===== src/rtl/shl_pkg.sv =====
package shl_pkg;
  localparam int unsigned WORD_W   = 16;
  localparam logic [15:0] OPC_MASK = 16'hFFF8;
  localparam logic [15:0] OPC_BASE = 16'h0048;

  function automatic logic opcode_hit(input logic [WORD_W-1:0] w);
    return (w & OPC_MASK) == OPC_BASE;
  endfunction

  function automatic logic [WORD_W-1:0] shift_apply(input logic [WORD_W-1:0] v,
                                                    input logic two);
    return two ? (v << 2) : (v << 1);
  endfunction

  function automatic logic is_zero(input logic [WORD_W-1:0] v);
    return v == '0;
  endfunction
endpackage


===== src/rtl/shl_decode.sv =====
module shl_decode
  import shl_pkg::*;
#(
  parameter int unsigned SEL_W = 2
) (
  input  logic [WORD_W-1:0] word,
  output logic              hit,
  output logic              two,
  output logic [SEL_W-1:0]  sel
);
  always_comb begin
    hit = opcode_hit(word);
    two = word[2];
    sel = word[SEL_W-1:0];
  end
endmodule


===== src/rtl/shl_sequencer.sv =====
module shl_sequencer #(
  parameter int unsigned SEL_W   = 2,
  parameter int unsigned CYC_ONE = 6,
  parameter int unsigned CYC_TWO = 8
) (
  input  logic             clk,
  input  logic             rst,
  input  logic             start,
  input  logic             start_two,
  input  logic [SEL_W-1:0] start_sel,
  output logic             busy,
  output logic             last,
  output logic             two,
  output logic [SEL_W-1:0] sel
);
  localparam int unsigned CNT_W = $clog2(CYC_TWO + 1);
  localparam logic [CNT_W-1:0] END_ONE = CNT_W'(CYC_ONE - 2);
  localparam logic [CNT_W-1:0] END_TWO = CNT_W'(CYC_TWO - 2);

  logic [CNT_W-1:0] cnt_q;
  logic             busy_q;
  logic             two_q;
  logic [SEL_W-1:0] sel_q;
  logic             at_end;

  assign at_end = cnt_q == (two_q ? END_TWO : END_ONE);

  always_ff @(posedge clk) begin
    if (rst) begin
      busy_q <= 1'b0;
      cnt_q  <= '0;
      two_q  <= 1'b0;
      sel_q  <= '0;
    end else if (start) begin
      busy_q <= 1'b1;
      cnt_q  <= '0;
      two_q  <= start_two;
      sel_q  <= start_sel;
    end else if (busy_q) begin
      if (at_end) busy_q <= 1'b0;
      else        cnt_q  <= cnt_q + 1'b1;
    end
  end

  assign busy = busy_q;
  assign last = busy_q && at_end;
  assign two  = two_q;
  assign sel  = sel_q;
endmodule


===== src/rtl/shl_regfile.sv =====
module shl_regfile #(
  parameter int unsigned DATA_W = 16,
  parameter int unsigned NREGS  = 4,
  localparam int unsigned SEL_W = $clog2(NREGS)
) (
  input  logic              clk,
  input  logic              rst,
  input  logic              we,
  input  logic [SEL_W-1:0]  wsel,
  input  logic [DATA_W-1:0] wdata,
  input  logic [SEL_W-1:0]  rsel,
  output logic [DATA_W-1:0] rdata,
  input  logic [SEL_W-1:0]  dsel,
  output logic [DATA_W-1:0] ddata
);
  logic [DATA_W-1:0] regs_q [NREGS];

  for (genvar g = 0; g < NREGS; g++) begin : g_reg
    always_ff @(posedge clk) begin
      if (rst)                           regs_q[g] <= '0;
      else if (we && wsel == SEL_W'(g))  regs_q[g] <= wdata;
    end
  end

  assign rdata = regs_q[rsel];
  assign ddata = regs_q[dsel];
endmodule


===== src/rtl/shl_exec_unit.sv =====
module shl_exec_unit
  import shl_pkg::*;
#(
  parameter int unsigned DATA_W  = 16,
  parameter int unsigned NREGS   = 4,
  parameter int unsigned CYC_ONE = 6,
  parameter int unsigned CYC_TWO = 8,
  localparam int unsigned SEL_W  = $clog2(NREGS)
) (
  input  logic              clk,
  input  logic              rst,
  input  logic              instr_valid,
  input  logic [15:0]       instr_word,
  output logic              instr_ready,
  output logic              busy,
  output logic              done,
  output logic              illegal_op,
  output logic              irq_inhibit,
  output logic              sign_flag,
  output logic              zero_flag,
  input  logic [SEL_W-1:0]  dbg_sel,
  input  logic              dbg_we,
  input  logic [DATA_W-1:0] dbg_wdata,
  output logic [DATA_W-1:0] dbg_rdata
);
  logic              dec_hit, dec_two;
  logic [SEL_W-1:0]  dec_sel;
  logic              accept_ev, reject_ev;
  logic              run_busy, run_last, run_two;
  logic [SEL_W-1:0]  run_sel;
  logic [DATA_W-1:0] op_data, commit_data;
  logic              rf_we;
  logic [SEL_W-1:0]  rf_wsel;
  logic [DATA_W-1:0] rf_wdata;
  logic              ill_q, sign_q, zero_q;

  shl_decode #(.SEL_W(SEL_W)) u_dec (
    .word(instr_word), .hit(dec_hit), .two(dec_two), .sel(dec_sel)
  );

  assign accept_ev = instr_valid && !run_busy && dec_hit;
  assign reject_ev = instr_valid && !run_busy && !dec_hit;

  shl_sequencer #(.SEL_W(SEL_W), .CYC_ONE(CYC_ONE), .CYC_TWO(CYC_TWO)) u_seq (
    .clk(clk), .rst(rst), .start(accept_ev), .start_two(dec_two),
    .start_sel(dec_sel), .busy(run_busy), .last(run_last),
    .two(run_two), .sel(run_sel)
  );

  assign commit_data = DATA_W'(shift_apply(WORD_W'(op_data), run_two));

  always_comb begin
    rf_we    = 1'b0;
    rf_wsel  = dbg_sel;
    rf_wdata = dbg_wdata;
    if (run_last) begin
      rf_we    = 1'b1;
      rf_wsel  = run_sel;
      rf_wdata = commit_data;
    end else if (dbg_we && !run_busy) begin
      rf_we    = 1'b1;
    end
  end

  shl_regfile #(.DATA_W(DATA_W), .NREGS(NREGS)) u_rf (
    .clk(clk), .rst(rst), .we(rf_we), .wsel(rf_wsel), .wdata(rf_wdata),
    .rsel(run_sel), .rdata(op_data), .dsel(dbg_sel), .ddata(dbg_rdata)
  );

  always_ff @(posedge clk) begin
    if (rst) begin
      ill_q  <= 1'b0;
      sign_q <= 1'b0;
      zero_q <= 1'b0;
    end else begin
      ill_q <= reject_ev;
      if (run_last) begin
        sign_q <= commit_data[DATA_W-1];
        zero_q <= is_zero(WORD_W'(commit_data));
      end
    end
  end

  assign instr_ready = !run_busy;
  assign busy        = run_busy;
  assign irq_inhibit = run_busy;
  assign done        = run_last;
  assign illegal_op  = ill_q;
  assign sign_flag   = sign_q;
  assign zero_flag   = zero_q;
endmodule


===== config.mk =====
export PLATFORM = sky130hd
export DESIGN_NAME = shl_exec_unit
export DESIGN_NICKNAME = d
export VERILOG_FILES = /design/src/rtl/shl_pkg.sv /design/src/rtl/shl_decode.sv /design/src/rtl/shl_sequencer.sv /design/src/rtl/shl_regfile.sv /design/src/rtl/shl_exec_unit.sv
export SDC_FILE = /design/constraint.sdc
export NUM_CORES = 1
export LEC_CHECK = 0
export CORE_ASPECT_RATIO = 1.4
export CORE_MARGIN = 3
export CORE_UTILIZATION = 60
export DETAILED_ROUTE_END_ITERATION = 8
export DONT_BUFFER_PORTS = 1
export GPL_TIMING_DRIVEN = 0
export PLACE_DENSITY = 0.76
export SYNTH_ARGS = -nofsm -noshare
export SYNTH_HDL_FRONTEND = slang
export SYNTH_HIERARCHICAL = 1
export SYNTH_SLANG_ARGS = --single-unit
export TNS_END_PERCENT = 5

===== constraint.sdc =====
create_clock -name clk -period 4 [get_ports clk]
set_clock_uncertainty 0.05 [all_clocks]
set_input_delay 0.2 -clock clk [delete_from_list [all_inputs] [get_ports clk]]
set_output_delay 0.2 -clock clk [all_outputs]
set_load 0.1 [all_outputs]

==> results.json <==
{
  "status": "finished clean",
  "layout-drive-gt1-share": 0.222,
  "syn_to_final_growth_pct": 10.9,
  "relSlewSlack": 0.277,
  "regArea_mm2": 0.00215,
  "hold_path.startpoint": "rst",
  "hold_path_end": "zero_flag$_SDFFE_PP0P_",
  "portBuffers": 0,
  "num-fill-cells": 519,
  "first_pass_iters": 5,
  "path_delay_family": "simple AND/OR/NAND/NOR gates",
  "numCtsBuffers": 9,
  "wl_mm": 9.84,
  "clk_root_buffer_cell": "clkbuf_8",
  "multiInputGateArea_mm2": 0.00184,
  "antenna_found_initial": 0,
  "row_count": 35,
  "ir_drop_uv": 305,
  "timing.rr.end": "u_rf/regs_q[3][0]$_SDFFCE_PN0P_",
  "num_antenna_cells": 0,
  "power.density_mw_per_mm2": 377,
  "hold_depth": 3,
  "die_width_um": 76.5,
  "vias": 2786,
  "worstPathArrival_ns": 3.81,
  "cts_buffer_depth": 2,
  "gp_congestion": 0.800,
  "dpl-instance-area_mm2": 0.00436,
  "finalSetupViolations": 0,
  "dp_slack_ns": -0.416,
  "core_mm2": 0.00666,
  "path_cells": "or3b_4, nor3_4, buf_6, buf_4, a21o_1, buf_2, buf_2, inv_1, o21bai_4, buf_8",
  "tightest_slew_ns": 1.08,
  "fp.dieArea_mm2": 0.00800,
  "hold_path_class": "in -> reg",
  "critPathMaxFanout": 10,
  "layout_setup_ws_ns": 0.191,
  "cts_tree": "done",
  "grt_pass1_vias": 2930,
  "critPathMaxStageDelay_ns": 0.90,
  "drt-initial-drc-count": 217,
  "die_y_um": 105,
  "io_pins": 61,
  "rrSetupSlack_ns": 0.19,
  "dp_hpwl_mm": 6.90,
  "avgSynthCellArea_um2": 12.8,
  "rsz0062_at_grt": "no",
  "slew_violations": 0,
  "rr_worst_depth": 10,
  "drv_cap": 0,
  "r2r_start": "u_seq/cnt_q[2]$_SDFFE_PP0P_",
  "start_util": 0.627,
  "setup-tns-final_ns": 0,
  "final.min_clock_period_ns": 3.81,
  "synth.cell_area_mm2": 0.00417,
  "grt_overflow_total": 0,
  "crit_required_ns": 4.00,
  "endpoint_kind": "register",
  "critPathBufInv": 6,
  "cp-start-kind": "register",
  "post-route-cell-area_mm2": 0.00463,
  "num-nets-final": 382,
  "drc": 0,
  "hold_ws_ns": 0.0198,
  "grt_pass1_wl_mm": 15.3,
  "period_share": 0.952,
  "synth_cells": 325,
  "clk_pin_slew_ns": 0.08,
  "clk_latency_ns": 0.34,
  "final_core_util": 0.695,
  "p_leak_uw": 0.00161,
  "timing.fmax_mhz": 263,
  "avgRoutedWirePerCell_um": 22.4,
  "synth_nets": 364,
  "vias_per_cell": 6.35,
  "grt_start_max_net_pins": 17,
  "crit_type": "reg -> reg",
  "crit_path_top_delay_cell": "nor3_4",
  "synth_warnings": 6,
  "cts.sinks": 75,
  "h-tree-depth": 3,
  "ant_nets": 0,
  "grt.total_usage": 0.255,
  "crit_top_cell": "buf_2",
  "hold_viol": 0
}
## layout make-up
type | count | share of cell area
Clock buffer | 9 | 0.0268
Multi-Input combinational cell | 215 | 0.398
Buffer | 30 | 0.0503
Tap cell | 92 | 0.0249
Timing Repair Buffer | 7 | 0.0200
Inverter | 5 | 0.00406
Clock inverter | 6 | 0.0124
Sequential cell | 75 | 0.464
## power by group
group | total (uW) | internal [uW] | switching, uW
Clock | 554 | 279 | 274
Combinational | 286 | 76.4 | 210
Sequential | 903 | 884 | 18.9
Total | 1740 | 1240 | 503
## layout by cell type (no fill, tap or decap), drive strengths merged, types with 2 or more instances in the layout
cell and instances:
a21oi 16, buf 30, clkbuf 14, clkinv 3, clkinvlp 2, dfxtp 11, dlygate4sd3 2, edfxtp 64
inv 5, mux2 2, mux2i 16, mux4 31, nand2 6, nand2b 3, nand3 2, nand3b 17
nand4 2, nor2 85, nor2b 2, nor3 3, nor4 3, nor4b 3, o21ai 5, o21bai 4
or2 3, xor2 2
## flip-flops by register name (all words and copies together) (netlist names)
name / flops
sign_flag: 1
illegal_op: 1
u_seq/two: 1
zero_flag: 1
u_rf/regs_q: 64
u_seq/cnt_q: 4
u_seq/sel: 2
u_seq/busy: 1
## metrics by stage
step | power (uW) | instances
2_1_floorplan | 1140 | 325
3_3_place_gp | 1180 | 417
3_5_place_dp | 1200 | 420
4_1_cts | 1750 | 437
5_1_grt | 1790 | 439
6_report | 1740 | 439
## tightest hold or removal path: stages
cell     delay [ns]
nor3_1         0.02
nand4_1        0.08
o21ai_1        0.06
## layer usage
metal / vias to the layer above / track usage / routed length (um)
met3: 12 / 0.0431 / 537
met4: 0 / 0.0984 / 150
met5: - / 0 / 0
met2: 128 / 0.447 / 5430
li1: 1253 / - / -
met1: 1393 / 0.316 / 3720
## timing repair
item,4_1_cts,5_1_grt
pin swaps,1,4
resized for setup,3,5
endpoints found under the hold margin,7,0
gates cloned,0,0
buffers inserted,0,2
endpoints found under the setup margin,64,58
hold buffers,2,0
## worst max-delay path by stage
stage,to,depth (start not counted),start
final,u_rf/regs_q[3][0]$_SDFFCE_PN0P_,10,u_seq/cnt_q[2]$_SDFFE_PP0P_
after global placement,u_rf/regs_q[3][10]$_SDFFCE_PN0P_,9,u_seq/busy$_SDFF_PP0_
after CTS,u_rf/regs_q[2][14]$_SDFFCE_PN0P_,10,u_seq/cnt_q[2]$_SDFFE_PP0P_
after detailed placement,u_rf/regs_q[0][10]$_SDFFCE_PN0P_,9,u_seq/busy$_SDFF_PP0_
after floorplan,u_rf/regs_q[3][0]$_SDFFCE_PN0P_,9,u_seq/busy$_SDFF_PP0_
after global routing,u_rf/regs_q[3][13]$_SDFFCE_PN0P_,10,u_seq/cnt_q[0]$_SDFFE_PP0P_
(Power assumes the default switching activity.)
